<file path="config.mk">
export PLATFORM = sky130hd
export DESIGN_NAME = dchan_serial
export DESIGN_NICKNAME = d
export VERILOG_FILES = /design/src/rtl/dchan_serial.sv
export SDC_FILE = /design/constraint.sdc
export NUM_CORES = 1
export LEC_CHECK = 0
export BUFFER_PORTS_ARGS = -buffer_cell sky130_fd_sc_hd__buf_4
export CELL_PAD_IN_SITES_DETAIL_PLACEMENT = 1
export CELL_PAD_IN_SITES_GLOBAL_PLACEMENT = 1
export CORE_MARGIN = 5
export CORE_UTILIZATION = 46
export CTS_BUF_LIST = sky130_fd_sc_hd__clkbuf_8 sky130_fd_sc_hd__clkbuf_16
export DETAILED_ROUTE_END_ITERATION = 10
export PLACE_DENSITY_LB_ADDON = 0.1
export SYNTH_ARGS = -nofsm -noshare
export SYNTH_HDL_FRONTEND = slang
export SYNTH_SLANG_ARGS = --single-unit
</file>
<file path="constraint.sdc">
create_clock -name clk -period 4.1 [get_ports clk]
set_clock_uncertainty 0.1 [all_clocks]
set_input_delay 0.205 -clock clk [delete_from_list [all_inputs] [get_ports clk]]
set_output_delay 0.205 -clock clk [all_outputs]
set_load 0.02 [all_outputs]
</file>
<file path="src/rtl/dchan_serial.sv">
module dchan_serial #(
  parameter int CNT_W = 5,
  parameter int DPOS = 4,
  parameter int ADDR_W = 5,
  parameter logic [ADDR_W-1:0] DATA_ADDR = 5'h15,
  parameter logic [ADDR_W-1:0] CTRL_ADDR = 5'h16
) (
  input  logic              clk,
  input  logic              rst_n,
  input  logic              fp,
  input  logic              sdi,
  input  logic              wr_en,
  input  logic              rd_en,
  input  logic [ADDR_W-1:0] addr,
  input  logic [7:0]        wdata,
  output logic [7:0]        rdata,
  output logic              sdo,
  output logic              sdo_oe,
  output logic              irq_n
);
  localparam logic [CNT_W-1:0] CMAX = '1;
  localparam logic [CNT_W-1:0] SLOT0 = CNT_W'(DPOS);

  logic [CNT_W-1:0] cnt, pos, off, nbits;
  logic [7:0] tx_hold, tx_shift, rx_shift, rx_data;
  logic [2:0] bidx;
  logic mode16, pend, slot, done, acc;

  assign pos   = fp ? '0 : ((cnt == CMAX) ? CMAX : cnt + 1'b1);
  assign off   = pos - SLOT0;
  assign nbits = mode16 ? CNT_W'(4) : CNT_W'(2);
  assign slot  = (pos >= SLOT0) && (off < nbits);
  assign done  = slot && (bidx == 3'd7);
  assign acc   = (wr_en || rd_en) && (addr == DATA_ADDR);

  assign sdo_oe = slot;
  assign sdo    = slot ? tx_shift[bidx] : 1'b1;

  always_comb begin
    rdata = 8'h00;
    if (rd_en) begin
      if (addr == DATA_ADDR) rdata = rx_data;
      else if (addr == CTRL_ADDR) rdata = {7'b0, mode16};
    end
  end

  always_ff @(posedge clk or negedge rst_n) begin
    if (!rst_n) begin
      cnt      <= CMAX;
      tx_hold  <= 8'hFF;
      tx_shift <= 8'hFF;
      rx_shift <= 8'h00;
      bidx     <= 3'd0;
      mode16   <= 1'b0;
      pend     <= 1'b0;
      irq_n    <= 1'b1;
    end else begin
      cnt <= pos;
      if (wr_en && addr == DATA_ADDR) tx_hold <= wdata;
      if (wr_en && addr == CTRL_ADDR) mode16 <= wdata[0];
      if (slot) begin
        bidx <= bidx + 3'd1;
        rx_shift[bidx] <= sdi;
      end
      if (done) begin
        tx_shift <= tx_hold;
        pend <= 1'b1;
      end
      if (fp) begin
        irq_n <= !pend;
        pend  <= 1'b0;
      end else if (acc) begin
        irq_n <= 1'b1;
      end
    end
  end

  always_ff @(posedge clk) begin
    if (done) rx_data <= {sdi, rx_shift[6:0]};
  end

  a_r2_no_slot_at_fp: assert property (@(posedge clk) disable iff (!rst_n)
    fp |-> !sdo_oe);
  a_r7_irq_fall_after_fp: assert property (@(posedge clk) disable iff (!rst_n)
    $fell(irq_n) |-> $past(fp));
  a_r8_r9_irq_release_cause: assert property (@(posedge clk) disable iff (!rst_n)
    $rose(irq_n) |-> ($past(fp) || $past(acc)));
  a_r8_access_clears: assert property (@(posedge clk) disable iff (!rst_n)
    (acc && !fp) |=> irq_n);
  a_r6_shift_only_at_boundary: assert property (@(posedge clk) disable iff (!rst_n)
    !$past(done) |-> $stable(tx_shift));
  a_r4_index_idle_hold: assert property (@(posedge clk) disable iff (!rst_n)
    !sdo_oe |=> $stable(bidx));
endmodule

</file>
==> impl_metrics.py, run 1 <==
metrics = {
    "outcome": {
        "status": "completed",
    },
    "global_routing": {
        "globalRouteTotalUtil_pct": 14.5,
        "grt_pass1_wl_mm": 6.84,
        "antenna_found_initial": 0,
        "grt_pass1_vias": 1449,
        "grt.overflow.total": 0,
        "grt_max_degree": 35,
    },
    "placement": {
        "portBuffers": 29,
        "finalWeightedCongestion": 0.756,
        "dp_cells": 227,
        "hpwl_mm": 2.98,
    },
    "clocking": {
        "path_clk_slew_ns": 0.08,
        "cts_buffer_depth": 2,
        "post_cts_resized": 0,
        "cts_max_level": 2,
        "root_buffer": "clkbuf_8",
        "clock-sinks": 42,
        "cts_tree": "yes",
        "numCtsBuffers": 5,
        "clkLatencyLatePin_ns": 0.29,
    },
    "power": {
        "power.switching_mw": 0.187,
        "vdd_drop_max_mv": 0.268,
        "cellPowerDensity_nw_per_um2": 342,
        "p_seq_share_pct": 57.9,
        "swShare_pct": 22.9,
        "internal_power_mw": 0.629,
        "pwr-share-clk_pct": 32.6,
        "power_frac_comb_pct": 9.5,
        "total_power_mw": 0.816,
        "power.leakage_nw": 0.991,
    },
    "route": {
        "drtIter0Drc": 19,
        "wirelength_mm": 3.90,
        "dr_total_vias": 1285,
        "drc_errors": 0,
        "wl_per_cell_um": 16.5,
        "vias_per_cell": 5.44,
        "drtPass1Iterations": 4,
        "detail-route-antenna-nets": 0,
    },
    "final_layout": {
        "drive_gt1_share_pct": 51.6,
        "finalNonFillerCells": 236,
        "antenna_cells": 0,
        "areaGrowthSynthToFinish_pct": 18.6,
        "nets": 207,
    },
    "floorplanning": {
        "initial_core_util_pct": 46.8,
        "dieArea_um2": 5790,
        "rows": 24,
        "core_area_um2": 4290,
        "fp.dieW_um": 76.1,
        "die_h_um": 76.1,
        "io_pins": 30,
    },
    "timing": {
        "grt_setup_unrepaired": "false",
        "min_period_ns": 3.36,
        "fin_crit_sh_pct": 82.0,
        "setup_viol": 0,
        "fmax_mhz": 297,
        "maxSlewHeadroom_pct": 42.1,
        "slew_viol_final": 0,
        "hold_violations": 0,
        "fin_setup_tns_ns": 0,
        "worst_pin_slew_ns": 0.866,
    },
    "critical_path": {
        "arrival_ns": 3.06,
        "cp-start-kind": "flop",
        "worstPathMaxFanout": 9,
        "crit_type": "flop to primary output",
        "required_ns": 3.80,
        "endpoint_kind": "primary output",
    },
    "synthesis": {
        "async_flop_share_pct": 81.0,
        "synth_nets": 172,
        "syn_area_um2": 2010,
        "postSynthAreaPerCell_um2": 13.6,
        "synth_warnings": 0,
        "ys_types": 35,
        "synth_ff_type": "dfstp_2",
        "synth.yosys.seq_area_share_pct": 55.7,
        "synth-edff-count": 8,
        "ys_ff_latch": 42,
        "syn-instance-count": 148,
    },
    "run": {
        "maxCapViolCount": 0,
    },
    "worst_hold_path": {
        "hold_class": "input port to flop",
    },
}
==> power groups by stage <==
stage / combinational (mW) / sequential (mW) / clock, mW
final: 0.0777 / 0.472 / 0.266
after CTS: 0.0790 / 0.472 / 0.278
after detailed placement: 0.0782 / 0.480 / 0
after floorplan: 0.0482 / 0.474 / 0
after global placement: 0.0740 / 0.479 / 0
after global routing: 0.0873 / 0.475 / 0.297
==> cell usage after synthesis, types with 2 or more instances <==
| library cell | count | area share, % |
|---|---|---|
| inv_1 | 5 | 0.93 |
| nor4_4 | 2 | 2.1 |
| nor2_1 | 9 | 1.7 |
| ha_1 | 5 | 3.1 |
| nor2b_1 | 3 | 0.93 |
| a21oi_1 | 2 | 0.50 |
| and2_1 | 7 | 2.2 |
| dfstp_2 | 22 | 29 |
| o21ai_0 | 2 | 0.50 |
| nor4_1 | 8 | 2.5 |
| mux4_2 | 2 | 2.2 |
| clkbuf_1 | 2 | 0.37 |
| nand3b_1 | 4 | 1.5 |
| edfxtp_1 | 8 | 12 |
| nand2_1 | 10 | 1.9 |
| dfrtp_1 | 12 | 15 |
| nand2b_1 | 2 | 0.62 |
| mux2_2 | 25 | 14 |
| a31oi_1 | 2 | 0.62 |
==> routing by layer <==
layer	GRT usage, %	share of wire, %	wire [um]
met1	17.7	44	1710
met3	4.61	4.2	165
met4	4.72	0.80	31
met2	24.2	51	1990
met5	0	0	0
==> sequential cells by signal, indices dropped and copies added, names as in the netlist <==
| signal | flops |
|---|---|
| rx_data | 8 |
| tx_hold | 8 |
| tx_shift | 8 |
| rx_shift | 7 |
| cnt | 5 |
| bidx | 3 |
| irq_n | 1 |
| mode16 | 1 |
| pend | 1 |
==> critical path, stage by stage, from the launching register on <==
cell	delay, ns
dfstp_2	0.56
ha_1	0.26
a21boi_0	0.14
a41oi_2	0.30
nand2_1	0.12
ha_1	0.24
nor2_1	0.21
a221oi_4	0.16
nor4_4	0.49
nand2_1	0.11
buf_4	0.18
==> cells by family (layout without fill, tap and decap cells) <==
logic type | after synthesis | count (layout) | share of synthesized area (%)
compound gates | 13 | 13 | 6.48
xor+xnor | 1 | 1 | 0.436
fa+ha+maj | 5 | 5 | 3.11
buf+inv | 8 | 44 | 1.87
flops | 42 | 42 | 55.7
mux | 28 | 28 | 16.7
simple gates | 51 | 51 | 15.7
==> worst paths after layout <==
check	startpoint	endpoint	slack, ns	depth (start not counted)
worst max-delay path	cnt[0]$_DFF_PN1_	sdo	0.74	10
worst min register to register	pend$_DFFE_PN0P_	irq_n$_DFFE_PN1P_	0.33	1
worst max register to register	cnt[0]$_DFF_PN1_	rx_data[4]$_DFFE_PP_	0.75	9
worst min-delay path	fp	cnt[1]$_DFF_PN1_	0.02	2
min in group asynchronous	rst_n	rx_shift[5]$_DFFE_PN0P_	0.30	2
max in group asynchronous	rst_n	tx_hold[0]$_DFFE_PN1P_	3.26	2
==> stage by stage <==
| step | area [um^2] | utilization [%] | setup slack [ns] | hold WS [ns] |
|---|---|---|---|---|
| floorplan | 2010 | - | 0.983 | -0.191 |
| global placement | 2280 | 53.1 | 0.853 | 0.0696 |
| detailed placement | 2280 | 53.1 | 0.714 | 0.0800 |
| CTS | 2380 | 55.5 | 0.698 | 0.00990 |
| global route | 2380 | 55.5 | 0.529 | 0.0123 |
| finish | 2380 | 55.5 | 0.738 | 0.0208 |
==> cell usage in the layout (no fill, tap or decap), drive strengths merged, types with 2 or more instances in the layout <==
cell / instances
a21oi: 2
a31oi: 3
and2: 7
buf: 30
clkbuf: 6
dfrtp: 12
dfstp: 22
edfxtp: 8
ha: 5
inv: 6
mux2: 25
mux4: 2
nand2: 10
nand2b: 2
nand3b: 4
nor2: 9
nor2b: 3
nor3: 2
nor4: 10
o21ai: 3
==> final cells by class <==
type | count | area, um^2
clock buffer | 6 | 82.6
clock inverter | 2 | 8.76
fill | 448 | 1910
inverter | 5 | 18.8
multi-input combinational | 98 | 853
sequential | 42 | 1120
tap | 52 | 65.1
timing repair buffer | 31 | 235
==> repair_timing <==
| action | in CTS | in global routing |
|---|---|---|
| buffers inserted | 0 | 0 |
| hold buffers | 1 | 0 |
| endpoints found under the hold margin | 12 | 0 |
No activity file was read; power rests on OpenSTA's default activity.
==> run 2, diff against run 1 <==
--- a/config.mk
+++ b/config.mk
@@ -9,7 +9,7 @@
 export CELL_PAD_IN_SITES_DETAIL_PLACEMENT = 1
 export CELL_PAD_IN_SITES_GLOBAL_PLACEMENT = 1
 export CORE_MARGIN = 5
-export CORE_UTILIZATION = 46
+export CORE_UTILIZATION = 41
 export CTS_BUF_LIST = sky130_fd_sc_hd__clkbuf_8 sky130_fd_sc_hd__clkbuf_16
 export DETAILED_ROUTE_END_ITERATION = 10
 export PLACE_DENSITY_LB_ADDON = 0.1
==> constraint.sdc (replaced) <==
create_clock -name clk -period 2.8 [get_ports clk]
set_clock_uncertainty 0.1 [all_clocks]
set_input_delay 0.14 -clock clk [delete_from_list [all_inputs] [get_ports clk]]
set_output_delay 0.14 -clock clk [all_outputs]
set_load 0.02 [all_outputs]
==> run 2 against run 1 <==
Sequential share of layout area down 5.2 points; power grew 51%; largest power group unchanged; clock power increased by 40%; core utilization increased by 0.92 points.
==> impl_metrics.py, run 2 (same netlist as run 1, synthesis figures left out) <==
metrics = {
    "outcome": {
        "status": "completed",
    },
    "clocking": {
        "root_buffer": "clkbuf_8",
        "clock-sinks": 42,
        "path_clk_slew_ns": 0.08,
        "numCtsBuffers": 5,
        "cts_max_level": 2,
        "cts_tree": "yes",
        "clkLatencyLatePin_ns": 0.29,
        "cts_buffer_depth": 2,
    },
    "global_routing": {
        "grt_max_degree": 35,
        "antenna_found_initial": 0,
        "grt_pass1_wl_mm": 7.28,
        "globalRouteTotalUtil_pct": 15.0,
        "grt_pass1_vias": 1498,
        "grt.overflow.total": 0,
    },
    "placement": {
        "dp_cells": 244,
        "dp_slack_ns": 0.0220,
        "portBuffers": 29,
        "hpwl_mm": 3.13,
        "finalWeightedCongestion": 0.706,
        "post_dp_cell_area_um2": 2430,
    },
    "timing": {
        "slew_viol_final": 0,
        "fmax_mhz": 378,
        "fin_ws_ns": 0.157,
        "min_period_ns": 2.64,
        "fin_crit_sh_pct": 94.4,
        "fin_setup_tns_ns": 0,
        "maxSlewHeadroom_pct": 48.5,
        "setup_viol": 0,
        "worst_pin_slew_ns": 0.769,
        "hold_violations": 0,
        "grt_setup_unrepaired": "false",
    },
    "power": {
        "cellPowerDensity_nw_per_um2": 458,
        "p_seq_share_pct": 56.4,
        "internal_power_mw": 0.929,
        "vdd_drop_max_mv": 0.242,
        "power.switching_mw": 0.300,
        "power.leakage_nw": 1.08,
        "swShare_pct": 24.4,
        "power_frac_comb_pct": 13.2,
        "pwr-share-clk_pct": 30.4,
    },
    "floorplanning": {
        "initial_core_util_pct": 42.3,
        "fp.dieW_um": 80.0,
        "core_area_um2": 4750,
        "dieArea_um2": 6400,
        "die_h_um": 80.0,
        "io_pins": 30,
        "rows": 25,
    },
    "final_layout": {
        "areaGrowthSynthToFinish_pct": 33.4,
        "finalInstanceArea_um2": 2680,
        "antenna_cells": 0,
        "fill_cells": 499,
        "drive_gt1_share_pct": 55.7,
        "mostFrequentLayoutCell": "buf_4",
        "largestRegisters": "rx_data (8), tx_hold (8), tx_shift (8)",
        "nets": 226,
        "finalNonFillerCells": 270,
        "layout_common_cells": "38 x buf_4, 22 x dfstp_2, 17 x mux2_2",
    },
    "route": {
        "drtPass1Iterations": 4,
        "wirelength_mm": 4.24,
        "drtIter0Drc": 47,
        "vias_per_cell": 4.96,
        "drc_errors": 0,
        "dr_total_vias": 1339,
        "wl_per_cell_um": 15.7,
        "detail-route-antenna-nets": 0,
    },
    "critical_path": {
        "arrival_ns": 2.72,
        "r2r_slack_ns": 0.16,
        "crit_type": "flop to flop",
        "endpoint_kind": "flop",
        "worstPathMaxFanout": 8,
        "required_ns": 2.88,
        "cp-start-kind": "flop",
    },
    "run": {
        "maxCapViolCount": 0,
    },
    "worst_hold_path": {
        "hold_class": "input port to flop",
    },
}
## run 2: cell count changes in the layout (fill, tap and decap cells not counted), sizes merged
cell and change:
clkinvlp +1, dlygate4sd3 +10, buf +9, clkinv +1, clkbuf -1, inv -1
## run 2: power groups by stage
stage               Clock (mW)  Combinational, mW  Sequential [mW]
detailed placement           0              0.142            0.706
CTS                      0.385              0.160            0.694
global route             0.427              0.177            0.698
global placement             0              0.137            0.704
floorplan                    0             0.0962            0.699
finish                   0.373              0.162            0.693
## run 2: per-stage QoR
stage / util (%) / total power, mW / hold slack, ns
after global routing: 56.4 / 1.30 / 0.0876
after floorplan: - / 0.796 / -0.256
after CTS: 55.9 / 1.24 / 0.0711
after detailed placement: 51.1 / 0.848 / 0.0118
after global placement: 51.1 / 0.841 / 0.00636
final: 56.4 / 1.23 / 0.0703
## run 2: layout make-up
| type | count | area, um^2 | area share [%] |
|---|---|---|---|
| Sequential cell | 42 | 1120 | 41.7 |
| Multi-Input combinational cell | 98 | 960 | 35.8 |
| Timing Repair Buffer | 50 | 415 | 15.5 |
| Tap cell | 67 | 83.8 | 3.13 |
| Clock buffer | 5 | 68.8 | 2.57 |
| Inverter | 5 | 18.8 | 0.700 |
| Clock inverter | 3 | 16.3 | 0.607 |
## run 2: timing repair
| action | CTS | global route |
|---|---|---|
| endpoints found under the hold margin | 26 | 0 |
| endpoints found under the setup margin | 2 | 5 |
| gates resized for setup | 1 | 0 |
| setup buffers | 4 | 3 |
| pin swaps | 4 | 3 |
| hold buffers | 11 | 0 |
## run 2: final timing paths
kind	cells past startpoint	start	end
worst max-delay path	10	cnt[0]$_DFF_PN1_	rx_shift[1]$_DFFE_PN0P_
worst min-delay path	3	addr[0]	mode16$_DFFE_PN0P_
worst max register to register	10	cnt[0]$_DFF_PN1_	rx_shift[1]$_DFFE_PN0P_
worst min register to register	1	pend$_DFFE_PN0P_	irq_n$_DFFE_PN1P_
max in group asynchronous	2	rst_n	cnt[3]$_DFF_PN1_
min in group asynchronous	2	rst_n	rx_shift[0]$_DFFE_PN0P_
## run 2: layer usage
layer  global-route usage, %  routed length [um]
met1                    16.6                1680
met2                    27.6                2340
met3                    3.39                 156
met4                    5.41                  63
met5                       0                   0
## run 2: critical path, cell delays in order, from the launching register on
cell and delay [ns]:
dfstp_2 0.56, buf_4 0.12, a31oi_1 0.10, a41oi_2 0.22, nand2_2 0.11, ha_4 0.19
nor2_2 0.12, a221oi_4 0.09, buf_4 0.18, nor4_1 0.36, mux2_2 0.39
